## config.mk

```make
export PLATFORM = sky130hd
export DESIGN_NAME = branch_class_unit
export DESIGN_NICKNAME = d
export VERILOG_FILES = /design/src/rtl/bcu_pkg.sv /design/src/rtl/bcu_priv_cmp.sv /design/src/rtl/bcu_opcode_decode.sv /design/src/rtl/bcu_class_merge.sv /design/src/rtl/branch_class_unit.sv
export SDC_FILE = /design/constraint.sdc
export NUM_CORES = 1
export LEC_CHECK = 0
export BUFFER_PORTS_ARGS = -buffer_cell sky130_fd_sc_hd__clkbuf_2
export CAP_MARGIN = 20
export CORE_MARGIN = 1
export CORE_UTILIZATION = 29
export DETAILED_ROUTE_END_ITERATION = 10
export MAX_ROUTING_LAYER = met4
export PLACE_DENSITY = 0.78
export SETUP_SLACK_MARGIN = 0.3
export SYNTH_ARGS = -nofsm -noshare
export SYNTH_HDL_FRONTEND = slang
export SYNTH_HIERARCHICAL = 1
export SYNTH_SLANG_ARGS = --single-unit
```

## constraint.sdc

```tcl
create_clock -name clk -period 2.1 [get_ports clk]
set_clock_uncertainty 0.05 [all_clocks]
set_input_delay 0.105 -clock clk [delete_from_list [all_inputs] [get_ports clk]]
set_output_delay 0.105 -clock clk [all_outputs]
set_load 0.01 [all_outputs]
```

## src/rtl/bcu_pkg.sv

```systemverilog
package bcu_pkg;

  localparam int CLS_W = 12;

  typedef enum int {
    B_USER    = 0,
    B_KERNEL  = 1,
    B_CALL    = 2,
    B_RET     = 3,
    B_SYSCALL = 4,
    B_SYSRET  = 5,
    B_SWINT   = 6,
    B_IRET    = 7,
    B_COND    = 8,
    B_JUMP    = 9,
    B_HWIRQ   = 10,
    B_INDCALL = 11
  } cls_bit_e;

  typedef logic [CLS_W-1:0] cls_mask_t;

  function automatic cls_mask_t bit_of(cls_bit_e b);
    return cls_mask_t'(1) << int'(b);
  endfunction

  function automatic logic in_span(logic [7:0] v, logic [7:0] lo, logic [7:0] hi);
    return (v >= lo) && (v <= hi);
  endfunction

  // second byte after the 0x0F escape
  function automatic cls_mask_t decode_escape(logic [7:0] b1);
    cls_mask_t r;
    r = '0;
    if (b1 == 8'h05 || b1 == 8'h34)      r = bit_of(B_SYSCALL);
    else if (b1 == 8'h07 || b1 == 8'h35) r = bit_of(B_SYSRET);
    else if (in_span(b1, 8'h80, 8'h8F))  r = bit_of(B_COND);
    return r;
  endfunction

  // group opcode 0xFF: class chosen by the ModRM reg field
  function automatic cls_mask_t decode_group(logic [2:0] reg_f);
    cls_mask_t r;
    case (reg_f)
      3'd2, 3'd3: r = bit_of(B_INDCALL);
      3'd4, 3'd5: r = bit_of(B_JUMP);
      default:    r = '0;
    endcase
    return r;
  endfunction

  function automatic cls_mask_t decode_first(logic [7:0] b0, logic [7:0] b1,
                                             logic [2:0] reg_f);
    cls_mask_t r;
    case (b0)
      8'h0F:                      r = decode_escape(b1);
      8'hC2, 8'hC3, 8'hCA, 8'hCB: r = bit_of(B_RET);
      8'hCF:                      r = bit_of(B_IRET);
      8'hCC, 8'hCD, 8'hCE:        r = bit_of(B_SWINT);
      8'hE8, 8'h9A:               r = bit_of(B_CALL);
      8'hE9, 8'hEA, 8'hEB:        r = bit_of(B_JUMP);
      8'hFF:                      r = decode_group(reg_f);
      default:
        if (in_span(b0, 8'h70, 8'h7F) || in_span(b0, 8'hE0, 8'hE3))
          r = bit_of(B_COND);
        else
          r = '0;
    endcase
    return r;
  endfunction

  // ring-entry relabel and privilege merge
  function automatic cls_mask_t merge_priv(cls_mask_t raw, logic src_k,
                                           logic dst_k, logic any_zero);
    cls_mask_t c;
    logic exempt;
    exempt = (raw == bit_of(B_SYSCALL)) || (raw == bit_of(B_SWINT));
    c = (!src_k && dst_k && !exempt) ? bit_of(B_HWIRQ) : raw;
    if (any_zero || c == '0) return '0;
    return c | (dst_k ? bit_of(B_KERNEL) : bit_of(B_USER));
  endfunction

endpackage

```

## src/rtl/bcu_priv_cmp.sv

```systemverilog
module bcu_priv_cmp #(
  parameter int          AW          = 48,
  parameter logic [AW-1:0] KERNEL_BASE = {1'b1, {(AW-1){1'b0}}}
) (
  input  logic [AW-1:0] addr,
  output logic          is_kernel,
  output logic          is_zero
);
  assign is_kernel = (addr >= KERNEL_BASE);
  assign is_zero   = (addr == '0);
endmodule

```

## src/rtl/bcu_opcode_decode.sv

```systemverilog
module bcu_opcode_decode
  import bcu_pkg::*;
(
  input  logic [7:0] byte0,
  input  logic [7:0] byte1,
  input  logic [7:0] modrm,
  output cls_mask_t  raw_cls
);
  logic [2:0] reg_field;
  logic       modrm_unused;

  assign reg_field    = modrm[5:3];
  assign modrm_unused = ^{modrm[7:6], modrm[2:0]};
  assign raw_cls      = decode_first(byte0, byte1, reg_field);
endmodule

```

## src/rtl/bcu_class_merge.sv

```systemverilog
module bcu_class_merge
  import bcu_pkg::*;
(
  input  cls_mask_t raw_cls,
  input  logic      src_kernel,
  input  logic      dst_kernel,
  input  logic      any_zero,
  output logic      ring_entry,
  output cls_mask_t final_cls
);
  assign ring_entry = !src_kernel && dst_kernel;
  assign final_cls  = merge_priv(raw_cls, src_kernel, dst_kernel, any_zero);
endmodule

```

## src/rtl/branch_class_unit.sv

```systemverilog
module branch_class_unit
  import bcu_pkg::*;
#(
  parameter int            AW          = 48,
  parameter logic [AW-1:0] KERNEL_BASE = {1'b1, {(AW-1){1'b0}}}
) (
  input  logic                 clk,
  input  logic                 rst_n,
  input  logic                 in_valid,
  input  logic [7:0]           op_byte0,
  input  logic [7:0]           op_byte1,
  input  logic [7:0]           modrm_byte,
  input  logic [AW-1:0]        src_addr,
  input  logic [AW-1:0]        dst_addr,
  output logic                 out_valid,
  output logic [CLS_W-1:0]     out_class
);
  localparam int NADDR = 2;

  logic [AW-1:0] addr_vec [NADDR];
  logic [NADDR-1:0] kern_vec;
  logic [NADDR-1:0] zero_vec;

  logic      src_is_kernel;
  logic      dst_is_kernel;
  logic      addr_zero;
  logic      ring_entry;
  cls_mask_t raw_cls;
  cls_mask_t next_cls;

  assign addr_vec[0] = src_addr;
  assign addr_vec[1] = dst_addr;

  for (genvar g = 0; g < NADDR; g++) begin : g_priv
    bcu_priv_cmp #(.AW(AW), .KERNEL_BASE(KERNEL_BASE)) u_cmp (
      .addr      (addr_vec[g]),
      .is_kernel (kern_vec[g]),
      .is_zero   (zero_vec[g])
    );
  end

  assign src_is_kernel = kern_vec[0];
  assign dst_is_kernel = kern_vec[1];
  assign addr_zero     = |zero_vec;

  bcu_opcode_decode u_dec (
    .byte0   (op_byte0),
    .byte1   (op_byte1),
    .modrm   (modrm_byte),
    .raw_cls (raw_cls)
  );

  bcu_class_merge u_merge (
    .raw_cls    (raw_cls),
    .src_kernel (src_is_kernel),
    .dst_kernel (dst_is_kernel),
    .any_zero   (addr_zero),
    .ring_entry (ring_entry),
    .final_cls  (next_cls)
  );

  always_ff @(posedge clk) begin
    if (!rst_n) begin
      out_valid <= 1'b0;
      out_class <= '0;
    end else begin
      out_valid <= in_valid;
      out_class <= in_valid ? next_cls : '0;
    end
  end
endmodule

```

==> impl_metrics.json, run 1 <==
{
  "status": "finished, final reports clean",
  "vias_per_cell": 4.822,
  "netlist_top_cells_area": "dfxtp_1, nor4_1, nor4_2",
  "cts_tree": "built",
  "grt_usage_pct": 19.06,
  "synth_cell_types": 43,
  "yosys_most_used_dff": "dfxtp_1",
  "cts_buffers": 3,
  "drt_pass1_iterations": 4,
  "place.gp.congestion": 0.8130,
  "cp-end-kind": "flip-flop",
  "synth_edf_count": 0,
  "p_leak_nw": 1.021,
  "vdd_drop_max_v": 0.0001327,
  "rows": 21,
  "cp_data_required_time_ns": 2.23,
  "antenna_found_initial": 0,
  "num_vias": 1548,
  "syn-cell-area_um2": 1087,
  "postRouteAntennaNets": 0,
  "tightestPinTransition_ns": 0.7416,
  "rsz0062_at_grt": "yes",
  "dieArea_um2": 3998,
  "cp-start-kind": "primary input",
  "cts_max_level": 1,
  "crit_type": "primary input to flip-flop",
  "max_freq_mhz": 491.8,
  "wl_per_cell_um": 11.49,
  "initial_core_util_pct": 31.35,
  "holdCritPathClass": "primary input to flip-flop",
  "grt_overflow": 0,
  "drv_cap": 0,
  "clkTransAtPathRegs_ns": 0.05,
  "core_area_um2": 3468,
  "dp_hpwl_um": 3179,
  "syn_inst": 132,
  "synth_seq_area_share_pct": 23.94,
  "wl_um": 3689,
  "async_flop_share_pct": 0,
  "io_buffers": 129,
  "root_buffer": "clkbuf_8",
  "yosys_warnings": 6,
  "relSlewSlack_pct": 50.26,
  "clockBufferDepth": 2,
  "powerDensity_nw_per_um2": 338.3,
  "cp_max_fo": 6,
  "slew_violations": 0,
  "grt_pass1_vias": 1439,
  "fp.dieW_um": 63.23,
  "ys_seq_elements": 13,
  "cts_sinks": 13,
  "power.total_mw": 0.6841,
  "syn2layout_area_growth_pct": 85.96,
  "first_iter_violations": 79,
  "synth_commonest_cells": "nor4_1, dfxtp_1, and3_1, nor2_1",
  "diodes": 0,
  "yosys.area.top_type": "dfxtp_1",
  "finalCritPeriodShare_pct": 96.82,
  "fillers": 346,
  "drcViolationCount": 0,
  "final_nets": 399,
  "arrival_ns": 2.16,
  "final_hold_viol_count": 0,
  "synth.most_common_cell": "nor4_1",
  "grt_pass1_wl_um": 6113,
  "finalCriticalPeriod_ns": 2.033,
  "setup_viol": 0,
  "synth_top_area_share_pct": 23.94,
  "fp.dieH_um": 63.23,
  "grt_max_degree": 14,
  "ioPinCount": 136,
  "avgSynthCellArea_um2": 8.237,
  "fin_tns_setup_ns": 0,
  "drive_gt1_share_pct": 66.18
}
-- stage by stage --
step                      cells  hold slack, ns  setup WS [ns]  utilization (%)  instance area (µm²)
after floorplan             134          0.2009       -0.07336                -                 1101
final                       321          0.1818        0.06679            58.30                 2022
after global placement      314          0.4095        -0.1572            53.14                 1843
after detailed placement    314          0.4144        -0.2143            53.14                 1843
after CTS                   318          0.1744        0.09280            55.23                 1916
after global routing        321          0.1984       -0.07427            58.30                 2022
-- power by group --
part	internal [mW]	total [mW]	switching, mW
clock network	0.133	0.207	0.0745
logic	0.135	0.224	0.0892
registers	0.252	0.253	0.00105
-- path summary, 6_finish.rpt --
path / startpoint / slack, ns / depth (start not counted) / endpoint
max: op_byte0[2] / 0.07 / 8 / out_class[0]$_SDFF_PN0_
min: in_valid / 0.18 / 2 / out_valid$_SDFF_PN0_
-- per-layer routing --
layer  vias to the layer above  GRT usage, %  wire [µm]
li1                        809             -          -
met4                         0         6.534         21
met3                         2        0.1812        196
met5                         -             -          0
met1                       674         24.10       1553
met2                        63         32.80       1918
-- logic make-up after synthesis --
| family | Yosys count | synth area share, % |
|---|---|---|
| compound gates | 20 | 13.58 |
| other cells | 1 | 0.3449 |
| simple gates | 88 | 55.70 |
| buf+inv | 10 | 6.444 |
| flops | 13 | 23.94 |
-- placed cells by master (no fill, tap or decap), types with 3 or more instances in the layout --
cell / count
nor3_1: 4
buf_6: 5
dfxtp_1: 13
and3_1: 11
buf_4: 15
nand4_1: 7
or4_4: 4
clkbuf_8: 4
nand2_1: 4
a21boi_2: 6
conb_1: 3
nor2_1: 6
nor4_2: 6
nor4_1: 18
clkbuf_2: 124
-- sequential cells by signal, summed over array words and instances, names as in the netlist --
name,count
out_class,12
out_valid,1
-- critical path, stage by stage --
cell	delay (ns)
clkbuf_2	0.11
nand2b_1	0.16
or3_4	0.15
a21oi_4	0.05
or4_4	0.53
or4_4	0.57
a222oi_1	0.30
and3_1	0.19
-- area by class of cell --
cell class / count / area, µm² / share of cell area [%]
Multi-Input combinational cell: 111 / 832.0 / 41.15
Timing Repair Buffer: 146 / 823.3 / 40.72
Sequential cell: 13 / 260.3 / 12.87
Tap cell: 46 / 57.56 / 2.847
Clock buffer: 4 / 45.04 / 2.228
Inverter: 1 / 3.754 / 0.1856
-- repair_timing --
action                     4_1_cts  5_1_grt
buffers inserted                 0        3
pin swaps                       10        3
resized for setup                6       30
setup endpoints to repair       12       12
hold buffers                     0        0
No activity file was read; power rests on OpenSTA's default activity.
==> inputs of run 2 (changes only) <==
--- a/config.mk
+++ b/config.mk
@@ -13,6 +13,7 @@
 export MAX_ROUTING_LAYER = met4
 export PLACE_DENSITY = 0.78
 export SETUP_SLACK_MARGIN = 0.3
+export SLEW_MARGIN = 15
 export SYNTH_ARGS = -nofsm -noshare
 export SYNTH_HDL_FRONTEND = slang
 export SYNTH_HIERARCHICAL = 1
==> constraint.sdc (replaced) <==
create_clock -name clk -period 1.7 [get_ports clk]
set_clock_uncertainty 0.05 [all_clocks]
set_input_delay 0.085 -clock clk [delete_from_list [all_inputs] [get_ports clk]]
set_output_delay 0.085 -clock clk [all_outputs]
set_load 0.01 [all_outputs]
==> impl_metrics.json, run 2 (same netlist as run 1, synthesis figures left out) <==
{
  "status": "complete, but fails checks",
  "finalCritPeriodShare_pct": 118.7,
  "final_hold_viol_count": 0,
  "min-delay-start": "in_valid",
  "root_buffer": "clkbuf_8",
  "cts_tree": "built",
  "drt_pass1_iterations": 4,
  "worst_path_max_delay_cell": "or4_4",
  "cp-start-kind": "primary input",
  "cp-end-kind": "flip-flop",
  "setup_viol": 12,
  "drcViolationCount": 0,
  "wl_um": 3860,
  "cp_data_required_time_ns": 1.83,
  "top_register": "out_class",
  "top_regs": "out_class x12, out_valid x1",
  "vdd_drop_max_v": 0.0001607,
  "min_path_cells": 2,
  "largest_reg_flops": 12,
  "cts_sinks": 13,
  "core_area_um2": 3468,
  "crit_path_cell_trace": "buf_6, nand4_1, or3_4, a21oi_2, or4_4, or4_4, a222oi_1, and3_1",
  "post-route-util_pct": 61.15,
  "timing.critical_path.mode_cell": "or4_4",
  "grt_pass1_wl_um": 6044,
  "layoutNonFillerInstCount": 330,
  "dp_hpwl_um": 3153,
  "rsz0062_at_grt": "yes",
  "dp_slack_ns": -0.5870,
  "clockBufferDepth": 2,
  "fp.dieH_um": 63.23,
  "first_iter_violations": 60,
  "vias_per_cell": 4.876,
  "violations": "negative setup slack",
  "place.gp.congestion": 0.7960,
  "worst_slack_ns": -0.3181,
  "postRouteAntennaNets": 0,
  "num_vias": 1609,
  "post-place-cells": 318,
  "wl_per_cell_um": 11.70,
  "cp_max_fo": 5,
  "fillers": 331,
  "drv_cap": 0,
  "crit_type": "primary input to flip-flop",
  "powerDensity_nw_per_um2": 407.0,
  "finalCriticalPeriod_ns": 2.018,
  "antenna_found_initial": 0,
  "final_common_cell": "clkbuf_2",
  "arrival_ns": 2.15,
  "drive_gt1_share_pct": 67.25,
  "cts_buffers": 3,
  "p_leak_nw": 1.077,
  "rows": 21,
  "grt_max_degree": 14,
  "cts_hold_buf": 0,
  "diodes": 0,
  "grt_pass1_vias": 1480,
  "fp.dieW_um": 63.23,
  "syn2layout_area_growth_pct": 95.05,
  "clkTransAtPathRegs_ns": 0.05,
  "cts_max_level": 1,
  "io_buffers": 129,
  "fin_tns_setup_ns": -2.931,
  "cp_slowest_stage_delay_ns": 0.59,
  "final_nets": 408,
  "holdCritPathClass": "primary input to flip-flop",
  "dieArea_um2": 3998,
  "initial_core_util_pct": 31.35,
  "ioPinCount": 136,
  "dpl_cell_area_um2": 1873,
  "max_freq_mhz": 495.5,
  "slew_violations": 0,
  "layout_common_cells": "clkbuf_2, buf_4, nor4_1",
  "grt_usage_pct": 18.79,
  "hold_end": "out_valid$_SDFF_PN0_",
  "path_buf_inv": 1,
  "stdcell_area_um2": 2121,
  "grt_overflow": 0,
  "cp_top_family": "simple AND/OR/NAND/NOR gates"
}
[run 2: cell count changes in the layout (fill, tap and decap cells not counted), moves of 2 or more]
| cell | change |
|---|---|
| a21oi_2 | +2 |
| buf_8 | +5 |
| nor2_2 | -2 |
| buf_4 | +8 |
| clkbuf_2 | -2 |
[run 2: area by class of cell]
class	count	area [µm²]	share of cell area, %
Tap cell	46	57.56	2.714
Inverter	1	3.754	0.1770
Timing Repair Buffer	155	914.6	43.13
Multi-Input combinational cell	111	839.6	39.59
Sequential cell	13	260.3	12.27
Clock buffer	4	45.04	2.124
[run 2: how the worst max path moves through the flow]
stage,startpoint,endpoint,slack (ns),depth (start not counted)
final,op_byte0[0],out_class[0]$_SDFF_PN0_,-0.32,8
after floorplan,op_byte0[2],out_class[0]$_SDFF_PN0_,-0.45,8
after global placement,op_byte0[4],out_class[0]$_SDFF_PN0_,-0.54,8
after detailed placement,op_byte0[4],out_class[0]$_SDFF_PN0_,-0.59,8
after CTS,op_byte0[7],out_class[0]$_SDFF_PN0_,-0.28,8
after global routing,op_byte0[5],out_class[6]$_SDFF_PN0_,-0.35,9
[run 2: timing repair]
item	in CTS	in global routing
buffers inserted	4	4
endpoints found under the setup margin	12	12
pin swaps	7	9
resized for setup	17	27
[run 2: metal layers]
layer | wire [µm] | vias to the layer above | share of wire (%) | GRT usage (%)
li1 | - | 823 | - | -
met1 | 1543 | 707 | 40 | 21.48
met2 | 2053 | 73 | 53 | 34.27
met3 | 214 | 6 | 5.5 | 0.9058
met4 | 48 | 0 | 1.2 | 7.102
met5 | 0 | - | 0 | -
[run 2: power by group]
group	switching, mW	internal (mW)
logic	0.115	0.181
clock network	0.0906	0.164
registers	0.00134	0.311
total	0.207	0.656
[run 2: through the flow]
stage,total power [mW],hold WS [ns]
2_1_floorplan,0.3974,0.1809
5_1_grt,0.9133,0.1839
6_report,0.8631,0.1639
4_1_cts,0.8493,0.1537
3_5_place_dp,0.5748,0.3938
3_3_place_gp,0.5684,0.3813
==> inputs of run 3 (changes only) <==
--- a/config.mk
+++ b/config.mk
@@ -8,10 +8,10 @@
 export BUFFER_PORTS_ARGS = -buffer_cell sky130_fd_sc_hd__clkbuf_2
 export CAP_MARGIN = 20
 export CORE_MARGIN = 1
-export CORE_UTILIZATION = 29
+export CORE_UTILIZATION = 32
 export DETAILED_ROUTE_END_ITERATION = 10
 export MAX_ROUTING_LAYER = met4
-export PLACE_DENSITY = 0.78
+export PLACE_DENSITY = 0.8
 export SETUP_SLACK_MARGIN = 0.3
 export SLEW_MARGIN = 15
 export SYNTH_ARGS = -nofsm -noshare
==> constraint.sdc (replaced) <==
create_clock -name clk -period 2.1 [get_ports clk]
set_clock_uncertainty 0.05 [all_clocks]
set_input_delay 0.105 -clock clk [delete_from_list [all_inputs] [get_ports clk]]
set_output_delay 0.105 -clock clk [all_outputs]
set_load 0.01 [all_outputs]
==> impl_metrics.json, run 3 (same netlist as run 1, synthesis figures left out) <==
{
  "top_regs": "out_class x12, out_valid x1",
  "vias_per_cell": 4.953,
  "first_iter_violations": 78,
  "initial_core_util_pct": 34.76,
  "ioPinCount": 136,
  "fp.dieH_um": 60.29,
  "rows": 20,
  "cts_tree": "built",
  "wl_per_cell_um": 12.75,
  "grt_pass1_vias": 1461,
  "syn2layout_area_growth_pct": 85.16,
  "rsz0062_at_grt": "yes",
  "grt_max_degree": 14,
  "dp_slack_ns": -0.2105,
  "top_register": "out_class",
  "seqCellArea_um2": 260.3,
  "met3_usage_pct": 1.732,
  "hold_end": "out_valid$_SDFF_PN0_",
  "drive_gt1_share_pct": 65.58,
  "worst_slack_ns": 0.1140,
  "grt_pass1_wl_um": 6099,
  "p_leak_nw": 1.019,
  "drv_cap": 0,
  "arrival_ns": 2.14,
  "slew_violations": 0,
  "grt_overflow": 0,
  "fillers": 290,
  "num_vias": 1585,
  "min-delay-start": "in_valid",
  "holdCritPathClass": "primary input to flip-flop",
  "clockBufferDepth": 2,
  "place.gp.congestion": 0.8182,
  "postRouteAntennaNets": 0,
  "drcViolationCount": 0,
  "grt_usage_pct": 23.03,
  "root_buffer": "clkbuf_4",
  "relSlewSlack_pct": 55.15,
  "layout_common_cells": "clkbuf_2, nor4_1, buf_4",
  "busiest_layer": "met2",
  "antenna_found_initial": 0,
  "cts_max_level": 1,
  "max_freq_mhz": 503.5,
  "vdd_drop_max_v": 0.0001346,
  "final_nets": 400,
  "drt_pass1_iterations": 4,
  "cts_sinks": 13,
  "powerDensity_nw_per_um2": 310.9,
  "fp.dieW_um": 60.29,
  "dp_hpwl_um": 3472,
  "cp_max_fo": 6,
  "final_common_cell": "clkbuf_2",
  "largest_reg_flops": 12,
  "final_hold_viol_count": 0,
  "finalCritPeriodShare_pct": 94.57,
  "setup_viol": 0,
  "multi_input_comb_area_um2": 822.0,
  "grtUsageMet1_pct": 27.74,
  "cp-end-kind": "flip-flop",
  "met2_usage_pct": 41.13,
  "clkTransAtPathRegs_ns": 0.07,
  "wl_um": 4079,
  "holdWs_ns": 0.1467,
  "cts_buffers": 3,
  "finalCriticalPeriod_ns": 1.986,
  "cp-start-kind": "primary input",
  "tightestPinTransition_ns": 0.6687,
  "core_area_um2": 3128,
  "diodes": 0,
  "dieArea_um2": 3635,
  "crit_type": "primary input to flip-flop",
  "cp_data_required_time_ns": 2.26,
  "io_buffers": 129,
  "status": "finished, final reports clean",
  "min_path_cells": 2
}
## run 3: layout make-up
class / count / area share [%]
Clock buffer: 4 / 1.305
Inverter: 1 / 0.1865
Multi-Input combinational cell: 111 / 40.83
Sequential cell: 13 / 12.93
Tap cell: 44 / 2.735
Timing Repair Buffer: 147 / 42.01
## run 3: per-stage QoR
step | std cells | area [µm²] | power, mW | util [%] | TNS [ns]
after floorplan | 134 | 1101 | 0.3217 | - | -0.07336
after global placement | 314 | 1856 | 0.4646 | 59.32 | -1.388
after detailed placement | 314 | 1856 | 0.4681 | 59.32 | -1.767
after CTS | 318 | 1936 | 0.6146 | 61.88 | 0
after global routing | 320 | 2013 | 0.6676 | 64.36 | 0
final | 320 | 2013 | 0.6259 | 64.36 | 0
## run 3: timing repair
action	4_1_cts	5_1_grt
resized for setup	15	22
hold buffers	0	0
pin swaps	10	5
setup buffers	0	2
endpoints found under the setup margin	12	12
## run 3: per-layer routing
layer | vias to the layer above | wire length (µm)
met1 | 678 | 1586
met2 | 92 | 2073
li1 | 811 | -
met4 | 0 | 32
met3 | 4 | 386
met5 | - | 0
## run 3: where the power goes
group / switching [mW] / internal, mW
clock network: 0.0661 / 0.0733
registers: 0.00105 / 0.251
logic: 0.0951 / 0.139
## run 3: worst max-delay path, stage by stage
cell	delay, ns
clkbuf_8	0.12
or4b_4	0.19
a21oi_2	0.04
a31o_2	0.22
or4_4	0.42
or4_4	0.57
a222oi_1	0.29
and3_1	0.19
## run 3: worst max path at each step
stage / startpoint / end
2_1_floorplan: op_byte0[2] / out_class[0]$_SDFF_PN0_
3_3_place_gp: op_byte0[4] / out_class[0]$_SDFF_PN0_
3_5_place_dp: op_byte0[4] / out_class[0]$_SDFF_PN0_
4_1_cts: op_byte0[7] / out_class[0]$_SDFF_PN0_
5_1_grt: op_byte0[0] / out_class[0]$_SDFF_PN0_
6_report: op_byte0[7] / out_class[0]$_SDFF_PN0_
